### src/rtl/uart_tx_prio_pkg.sv
package uart_tx_prio_pkg;
  localparam int unsigned ST_RX_XOFF = 0;
  localparam int unsigned ST_RX_XON  = 1;
  localparam int unsigned ST_TX_XOFF = 2;
  localparam int unsigned ST_TX_XON  = 3;
  localparam int unsigned ST_W       = 4;
endpackage

### src/rtl/uart_tx_fifo.sv
module uart_tx_fifo #(
  parameter int DATA_W = 8,
  parameter int DEPTH  = 16
) (
  input  logic                       clk,
  input  logic                       rst_n,
  input  logic                       push,
  input  logic [DATA_W-1:0]          push_data,
  input  logic                       pop,
  output logic [DATA_W-1:0]          pop_data,
  output logic                       empty,
  output logic                       full,
  output logic [$clog2(DEPTH+1)-1:0] count
);
  localparam int PTR_W = (DEPTH > 1) ? $clog2(DEPTH) : 1;
  localparam int CNT_W = $clog2(DEPTH + 1);

  logic [DATA_W-1:0] mem [DEPTH];
  logic [PTR_W-1:0]  wr_ptr_q, wr_ptr_d, rd_ptr_q, rd_ptr_d;
  logic [CNT_W-1:0]  cnt_q, cnt_d;
  logic              push_ok, pop_ok;

  function automatic logic [PTR_W-1:0] ptr_inc(input logic [PTR_W-1:0] p);
    return (p == PTR_W'(DEPTH - 1)) ? '0 : p + PTR_W'(1);
  endfunction

  always_comb begin
    push_ok  = push && (cnt_q != CNT_W'(DEPTH));
    pop_ok   = pop && (cnt_q != '0);
    wr_ptr_d = push_ok ? ptr_inc(wr_ptr_q) : wr_ptr_q;
    rd_ptr_d = pop_ok ? ptr_inc(rd_ptr_q) : rd_ptr_q;
    cnt_d    = cnt_q;
    if (push_ok && !pop_ok) cnt_d = cnt_q + CNT_W'(1);
    if (pop_ok && !push_ok) cnt_d = cnt_q - CNT_W'(1);
  end

  always_ff @(posedge clk) begin
    if (push_ok) mem[wr_ptr_q] <= push_data;
  end

  always_ff @(posedge clk or negedge rst_n) begin
    if (!rst_n) begin
      wr_ptr_q <= '0;
      rd_ptr_q <= '0;
      cnt_q    <= '0;
    end else begin
      wr_ptr_q <= wr_ptr_d;
      rd_ptr_q <= rd_ptr_d;
      cnt_q    <= cnt_d;
    end
  end

  assign pop_data = mem[rd_ptr_q];
  assign empty    = (cnt_q == '0);
  assign full     = (cnt_q == CNT_W'(DEPTH));
  assign count    = cnt_q;

  // a write while full must not raise the level
  assert_no_overflow_R12: assert property (@(posedge clk) disable iff (!rst_n)
    (full && !pop) |=> (count == $past(count)));
  assert_level_bound_R12: assert property (@(posedge clk) disable iff (!rst_n)
    count <= CNT_W'(DEPTH));
endmodule

### src/rtl/uart_tx_shifter.sv
module uart_tx_shifter #(
  parameter int DATA_W = 8
) (
  input  logic              clk,
  input  logic              rst_n,
  input  logic              baud_tick,
  input  logic              tx_freeze,
  input  logic              imm_valid,
  input  logic [DATA_W-1:0] imm_data,
  input  logic              fifo_valid,
  input  logic [DATA_W-1:0] fifo_data,
  output logic              take_imm,
  output logic              take_fifo,
  output logic              load_valid,
  output logic [DATA_W-1:0] load_data,
  output logic              txd
);
  localparam int FRAME_BITS = DATA_W + 2;
  localparam int CNT_W      = $clog2(FRAME_BITS);

  logic [CNT_W-1:0] cnt_q, cnt_d;
  logic [DATA_W:0]  sh_q, sh_d;
  logic             txd_q, txd_d;
  logic             boundary;

  always_comb begin
    boundary   = baud_tick && (cnt_q == '0);
    take_imm   = boundary && !tx_freeze && imm_valid;
    take_fifo  = boundary && !tx_freeze && !imm_valid && fifo_valid;
    load_valid = take_imm || take_fifo;
    load_data  = take_imm ? imm_data : fifo_data;
    cnt_d = cnt_q;
    sh_d  = sh_q;
    txd_d = txd_q;
    if (load_valid) begin
      txd_d = 1'b0;
      sh_d  = {1'b1, load_data};
      cnt_d = CNT_W'(FRAME_BITS - 1);
    end else if (baud_tick && (cnt_q != '0)) begin
      txd_d = sh_q[0];
      sh_d  = {1'b1, sh_q[DATA_W:1]};
      cnt_d = cnt_q - CNT_W'(1);
    end else if (boundary) begin
      txd_d = 1'b1;
    end
  end

  always_ff @(posedge clk or negedge rst_n) begin
    if (!rst_n) begin
      cnt_q <= '0;
      sh_q  <= '1;
      txd_q <= 1'b1;
    end else begin
      cnt_q <= cnt_d;
      sh_q  <= sh_d;
      txd_q <= txd_d;
    end
  end

  assign txd = txd_q;

  // between frames the line is high
  assert_idle_high_R1: assert property (@(posedge clk) disable iff (!rst_n)
    (cnt_q == '0) |-> txd);
  // frozen at a boundary, nothing starts
  assert_hold_frozen_R3: assert property (@(posedge clk) disable iff (!rst_n)
    (baud_tick && (cnt_q == '0) && tx_freeze) |=> ((cnt_q == '0) && txd));
  // a frame on the line keeps counting down regardless of freeze
  assert_frame_runs_R5: assert property (@(posedge clk) disable iff (!rst_n)
    (baud_tick && (cnt_q != '0)) |=> (cnt_q == $past(cnt_q) - CNT_W'(1)));
endmodule

### src/rtl/uart_flow_status.sv
module uart_flow_status
  import uart_tx_prio_pkg::*;
#(
  parameter int DATA_W = 8
) (
  input  logic              clk,
  input  logic              rst_n,
  input  logic              tx_load_valid,
  input  logic [DATA_W-1:0] tx_load_data,
  input  logic [DATA_W-1:0] xon_char,
  input  logic [DATA_W-1:0] xoff_char,
  input  logic              rx_evt,
  input  logic              rx_is_xon,
  output logic [ST_W-1:0]   status
);
  logic [ST_W-1:0] st_q, st_d;

  always_comb begin
    st_d = st_q;
    if (rx_evt) begin
      st_d[ST_RX_XOFF] = !rx_is_xon;
      st_d[ST_RX_XON]  = rx_is_xon;
    end
    if (tx_load_valid) begin
      if (tx_load_data == xoff_char) begin
        st_d[ST_TX_XOFF] = 1'b1;
        st_d[ST_TX_XON]  = 1'b0;
      end else if (tx_load_data == xon_char) begin
        st_d[ST_TX_XOFF] = 1'b0;
        st_d[ST_TX_XON]  = 1'b1;
      end
    end
  end

  always_ff @(posedge clk or negedge rst_n) begin
    if (!rst_n) st_q <= '0;
    else        st_q <= st_d;
  end

  assign status = st_q;

  assert_tx_onehot_R10: assert property (@(posedge clk) disable iff (!rst_n)
    $onehot0(status[ST_TX_XON:ST_TX_XOFF]));
  assert_tx_pause_R10: assert property (@(posedge clk) disable iff (!rst_n)
    (tx_load_valid && (tx_load_data == xoff_char)) |=> status[ST_TX_XOFF]);
  assert_rx_onehot_R11: assert property (@(posedge clk) disable iff (!rst_n)
    $onehot0(status[ST_RX_XON:ST_RX_XOFF]));
endmodule

### src/rtl/uart_tx_prio.sv
module uart_tx_prio
  import uart_tx_prio_pkg::*;
#(
  parameter int DATA_W = 8,
  parameter int DEPTH  = 16
) (
  input  logic                       clk,
  input  logic                       rst_n,
  input  logic                       hr_wr,
  input  logic [DATA_W-1:0]          hr_data,
  input  logic                       tx_freeze,
  input  logic                       prio_sel,
  input  logic                       enh_en,
  input  logic [DATA_W-1:0]          xon_char,
  input  logic [DATA_W-1:0]          xoff_char,
  input  logic                       rx_flow_evt,
  input  logic                       rx_flow_xon,
  input  logic                       baud_tick,
  output logic                       txd,
  output logic [$clog2(DEPTH+1)-1:0] fifo_count,
  output logic                       fifo_full,
  output logic [ST_W-1:0]            flow_status
);
  logic [1:0]        rst_sync_q;
  logic              rst_n_int;
  logic              arm_wr, push;
  logic              imm_valid_q, imm_valid_d;
  logic [DATA_W-1:0] imm_data_q, imm_data_d;
  logic              take_imm, take_fifo, load_valid;
  logic [DATA_W-1:0] load_data, fifo_head;
  logic              fifo_empty;

  always_ff @(posedge clk or negedge rst_n) begin
    if (!rst_n) rst_sync_q <= 2'b00;
    else        rst_sync_q <= {rst_sync_q[0], 1'b1};
  end
  assign rst_n_int = rst_sync_q[1];

  always_comb begin
    arm_wr      = hr_wr && prio_sel && enh_en && !tx_freeze;
    push        = hr_wr && !arm_wr;
    imm_valid_d = imm_valid_q;
    imm_data_d  = imm_data_q;
    if (take_imm) imm_valid_d = 1'b0;
    if (arm_wr) begin
      imm_valid_d = 1'b1;
      imm_data_d  = hr_data;
    end
  end

  always_ff @(posedge clk or negedge rst_n_int) begin
    if (!rst_n_int) begin
      imm_valid_q <= 1'b0;
      imm_data_q  <= '0;
    end else begin
      imm_valid_q <= imm_valid_d;
      imm_data_q  <= imm_data_d;
    end
  end

  uart_tx_fifo #(.DATA_W(DATA_W), .DEPTH(DEPTH)) u_fifo (
    .clk(clk), .rst_n(rst_n_int), .push(push), .push_data(hr_data),
    .pop(take_fifo), .pop_data(fifo_head), .empty(fifo_empty),
    .full(fifo_full), .count(fifo_count)
  );

  uart_tx_shifter #(.DATA_W(DATA_W)) u_shift (
    .clk(clk), .rst_n(rst_n_int), .baud_tick(baud_tick), .tx_freeze(tx_freeze),
    .imm_valid(imm_valid_q), .imm_data(imm_data_q),
    .fifo_valid(!fifo_empty), .fifo_data(fifo_head),
    .take_imm(take_imm), .take_fifo(take_fifo),
    .load_valid(load_valid), .load_data(load_data), .txd(txd)
  );

  uart_flow_status #(.DATA_W(DATA_W)) u_status (
    .clk(clk), .rst_n(rst_n_int), .tx_load_valid(load_valid),
    .tx_load_data(load_data), .xon_char(xon_char), .xoff_char(xoff_char),
    .rx_evt(rx_flow_evt), .rx_is_xon(rx_flow_xon), .status(flow_status)
  );

  // an arming write leaves the queue level alone
  assert_arm_no_push_R8: assert property (@(posedge clk) disable iff (!rst_n_int)
    (arm_wr && !take_fifo) |=> (fifo_count == $past(fifo_count)));
  // the queue never wins while the priority slot is full
  assert_prio_first_R6: assert property (@(posedge clk) disable iff (!rst_n_int)
    take_fifo |-> !imm_valid_q);
  // no arming while frozen
  assert_no_arm_frozen_R9: assert property (@(posedge clk) disable iff (!rst_n_int)
    (tx_freeze && !imm_valid_q) |=> !imm_valid_q);
endmodule

### config.mk
export PLATFORM = sky130hd
export DESIGN_NAME = uart_tx_prio
export DESIGN_NICKNAME = d
export VERILOG_FILES = /design/src/rtl/uart_tx_prio_pkg.sv /design/src/rtl/uart_tx_fifo.sv /design/src/rtl/uart_tx_shifter.sv /design/src/rtl/uart_flow_status.sv /design/src/rtl/uart_tx_prio.sv
export SDC_FILE = /design/constraint.sdc
export NUM_CORES = 1
export LEC_CHECK = 0
export ABC_AREA = 0
export BUFFER_PORTS_ARGS = -buffer_cell sky130_fd_sc_hd__buf_4
export CELL_PAD_IN_SITES_DETAIL_PLACEMENT = 1
export CELL_PAD_IN_SITES_GLOBAL_PLACEMENT = 1
export CORE_ASPECT_RATIO = 0.75
export CORE_MARGIN = 1.5
export CORE_UTILIZATION = 25
export CTS_CLUSTER_DIAMETER = 80
export DETAILED_ROUTE_END_ITERATION = 10
export GPL_TIMING_DRIVEN = 0
export PLACE_DENSITY_LB_ADDON = 0.1
export SYNTH_ARGS = -nofsm -noshare
export SYNTH_HDL_FRONTEND = slang
export SYNTH_HIERARCHICAL = 1
export SYNTH_SLANG_ARGS = --single-unit
### constraint.sdc
create_clock -name clk -period 1.7 [get_ports clk]
set_input_delay 0.51 -clock clk [delete_from_list [all_inputs] [get_ports clk]]
set_output_delay 0.51 -clock clk [all_outputs]
set_load 0.05 [all_outputs]
==> results by group <==
Pwr
  • P_leak: between 3 and 4 nW
  • Design Power: between 10 and 15 mW
  • Pwr Density: approximately 1400 nW/um^2
  • Switch Pwr: roughly 4.9 mW
  • Gate power share: between 30% and 40%
  • Sequential power share: a little over a third
  • Worst VDD drop: 0.805 mV
  • Internal Pwr Total: around 10 mW
  • Sw Share: about 33%
  • Clk pwr share: between 20% and 30%

Timing
  • Setup violators final: approximately 130
  • Min Hold Slack: 0.171 ns
  • Max Clk Rate: 368 MHz
  • Final Worst Setup Slack: -1.02 ns
  • RSZ-0062 raised after global routing: yes
  • Tmin final: between 2 and 3 ns
  • Clock skew: ~0.009 ns
  • Slew of the pin with the lowest slew margin: about 0.82 ns
  • Endpoints failing hold: 0
  • Max_slew headroom: approximately 45%
  • Tcrit/Tclk final: 160%
  • Max-slew violations: 0

Detailed routing
  • Initial drt markers: 163
  • Post-DRT Antenna Nets: 0
  • Via density: about 4.5
  • Remaining DRCs: 0
  • Vias after detailed routing: ~4600
  • Drt first pass iters: 4
  • Routed WL per cell: between 20 and 25 um
  • Drt total wl: 21500 um

Global route
  • Total grt overflow: 0
  • Global-route wire length before repair: 32300 um
  • Vias in the first global route: between 4000 and 5000
  • GRT Total Usage: between 10% and 20%
  • Initial antenna violation count: 0
  • Largest net degree at the start of global routing: 30

Cells and area
  • Fin area: between 10000 and 15000 sq um
  • Fill count: about 3000
  • Layout cell share with drive strength beyond 1: between 50% and 60%
  • Multi-input logic area: around 3100 sq um
  • Total Nets Final: around 660
  • FF/Latch Area: around 4900 sq um
  • Commonest cells after routing, fill and taps aside: edfxtp_1 (128), buf_4 (88), dfrtp_1 (25), mux4_2 (24), mux2i_1 (23)
  • Synth-to-Final Area Change: 39.6%
  • N_diodes: 0
  • Most common cell after layout, fill and taps aside: edfxtp_1
  • Fin cells: about 1000

Floorplan
  • Boundary Pins: 44
  • Die Height: between 150 and 200 um
  • Initial Util: about a quarter
  • Placement Rows: 54
  • Die Width: just over 200 um
  • CORE AREA: 29300 sq um
  • Die ar.: between 30000 and 40000 sq um

Placed design
  • Dpl cells: just over 900
  • GPL Wtd Cong: 0.728
  • Post-DP Area: about 8600 sq um
  • Final HPWL DP: between 10000 and 15000 um
  • Buffers on Ports: 43
  • Place WS: -1.42 ns

Clocking
  • TritonCTS clock tree: yes
  • H-tree depth: 4
  • # clock sinks: around 170
  • Clk pin slew, worst setup/hold paths: around 0.070 ns
  • Bufs on Longest Clock Path: 2
  • Clock Latency Late Sink: around 0.43 ns
  • Root Driver: clkbuf_16
  • CTS buffer count: 17

Yosys
  • Share of flip-flops with an asynchronous set or reset: roughly a quarter
  • Post-Syn Area: 7510 sq um
  • Synth warn: 6
  • Synth Instances: 477
  • Synth area leader: edfxtp_1
  • Net count after synthesis: 522
  • Seq/Total Area, Yosys: roughly two thirds
  • Post-synth EDFFs: roughly 130
  • Synth top area cells: edfxtp_1 (51%), dfrtp_1 (11%), mux4_2 (7.2%), mux2i_1 (3.5%), dfstp_2 (3.1%)
  • Synth top area share: roughly 51%
  • Mapped Avg Cell Area: 15.7 sq um
  • Post-synth cell types: 58
  • #FFs+latches synth: between 150 and 200
  • Main synth FF type: edfxtp_1

Setup path
  • Crit Path Max Fanout: 4
  • Worst R2R Path Depth: 13
  • Startpoint types: flip-flop
  • CP Data Required Time: between 2 and 2.5 ns
  • Worst EP arrival: just over 3 ns
  • Worst Setup Path Type: reg -> reg
  • CP endpoint kind: flip-flop

Hold path
  • Worst Hold Class: reg -> async

Flow run
  • Max_cap viols: 0

Run status
  • Failing checks: setup timing
  • Status: finished with violations
==> cells in the mapped netlist, types with 2 or more instances <==
| cell type | count |
|---|---|
| xnor2_1 | 23 |
| nor2_1 | 29 |
| buf_1 | 4 |
| buf_4 | 2 |
| nor3_1 | 13 |
| a22oi_1 | 8 |
| nand2_1 | 14 |
| o21ai_1 | 7 |
| and2_1 | 3 |
| o32ai_1 | 8 |
| o21ai_0 | 8 |
| ha_1 | 11 |
| nand2b_1 | 5 |
| clkbuf_1 | 8 |
| buf_2 | 6 |
| a21oi_1 | 5 |
| nor2b_1 | 2 |
| a21o_1 | 2 |
| mux2_4 | 2 |
| dfstp_2 | 9 |
| mux4_2 | 24 |
| mux2_2 | 19 |
| edfxtp_1 | 128 |
| and3_1 | 7 |
| mux2i_1 | 26 |
| buf_6 | 4 |
| inv_1 | 11 |
| nand4_1 | 2 |
| a32oi_1 | 8 |
| a211oi_1 | 8 |
| nand3_1 | 6 |
| nor3_2 | 2 |
| dfrtp_1 | 32 |
| a21boi_1 | 7 |
==> power groups by stage <==
| stage | Clock, mW | Sequential, mW | Combinational, mW |
|---|---|---|---|
| after global routing | 4.01 | 5.53 | 6.18 |
| after detailed placement | 0 | 5.55 | 4.13 |
| after floorplan | 0 | 5.70 | 2.70 |
| after CTS | 3.83 | 5.45 | 5.17 |
| after global placement | 0 | 5.54 | 4.07 |
| final | 3.72 | 5.46 | 5.76 |
==> what timing repair did <==
item                                    4_1_cts  5_1_grt
endpoints found under the setup margin      158      158
hold buffers                                  1        0
pin swaps                                    37       32
endpoints found under the hold margin         2        0
gates cloned                                  1        0
resized for setup                            77       56
setup buffers                                42       32
==> critical path, stage by stage (launching register included) <==
cell      delay (ns)
dfrtp_2         0.41
or4_4           0.55
nor2_2          0.09
inv_1           0.05
nand2b_1        0.08
buf_6           0.10
nor2_4          0.03
o21a_4          0.12
ha_4            0.18
fa_2            0.35
a21o_1          0.18
a21oi_2         0.14
mux2i_1         0.22
xnor2_1         0.13
==> layout make-up <==
type                    instances  area share [%]
clock inverters                 5           0.310
flip-flops and latches        169            46.6
repair buffers                117            10.9
inverters                      11           0.394
multi-input cells             272            29.8
well taps                     392            4.68
plain buffers                  22            2.21
clock buffers                  27            5.01
==> path summary, 6_finish.rpt <==
kind	slack (ns)	endpoint	startpoint
setup / recovery	-1.02	u_fifo/count[4]	u_fifo/count[1]
hold / removal	0.17	u_fifo/count[3]	rst_sync_q[1]
setup reg to reg	-1.02	u_fifo/count[4]	u_fifo/count[1]
hold reg to reg	0.17	u_fifo/count[3]	rst_sync_q[1]
max in group asynchronous	0.97	u_shift/sh_q[3]	rst_sync_q[1]
min in group clk	0.26	u_status/status[0]	rx_flow_xon
==> metrics by stage <==
stage / utilization [%] / TNS (ns)
CTS: 34.1 / -23.03
global route: 35.8 / -35.06
detailed placement: 29.4 / -134.55
global placement: 29.3 / -142.12
finish: 35.8 / -21.27
floorplan: - / -20.54
==> sequential cells by signal, indices dropped and copies added (netlist names) <==
signal and count:
imm_valid_q 1, u_fifo/mem 128, u_status/status 4, rst_sync_q 2
u_fifo/wr_ptr_q 4, u_shift/txd 1, imm_data_q 8, u_shift/cnt_q 4
u_fifo/rd_ptr_q 4, u_fifo/count 5, u_shift/sh_q 8
==> kinds of logic (layout without fill, tap and decap cells) <==
group	after synthesis	after routing	synth area share [%]
DFF	169	169	65.0
and+or+nand+nor	91	91	6.65
AOI/OAI and AO/OA	72	72	6.93
muxes	72	72	14.1
buffers and inverters	36	182	2.42
xor gates and xnor gates	24	24	2.80
adders and majority gates	12	12	2.10
other	1	1	0.0499
==> routing by layer <==
layer,wire length [um],global-route usage [%]
met1,10900,21.4
met2,9710,21.3
met3,687,3.62
met4,124,3.17
met5,0,0
Note: power is estimated with default switching activity, not from simulation.
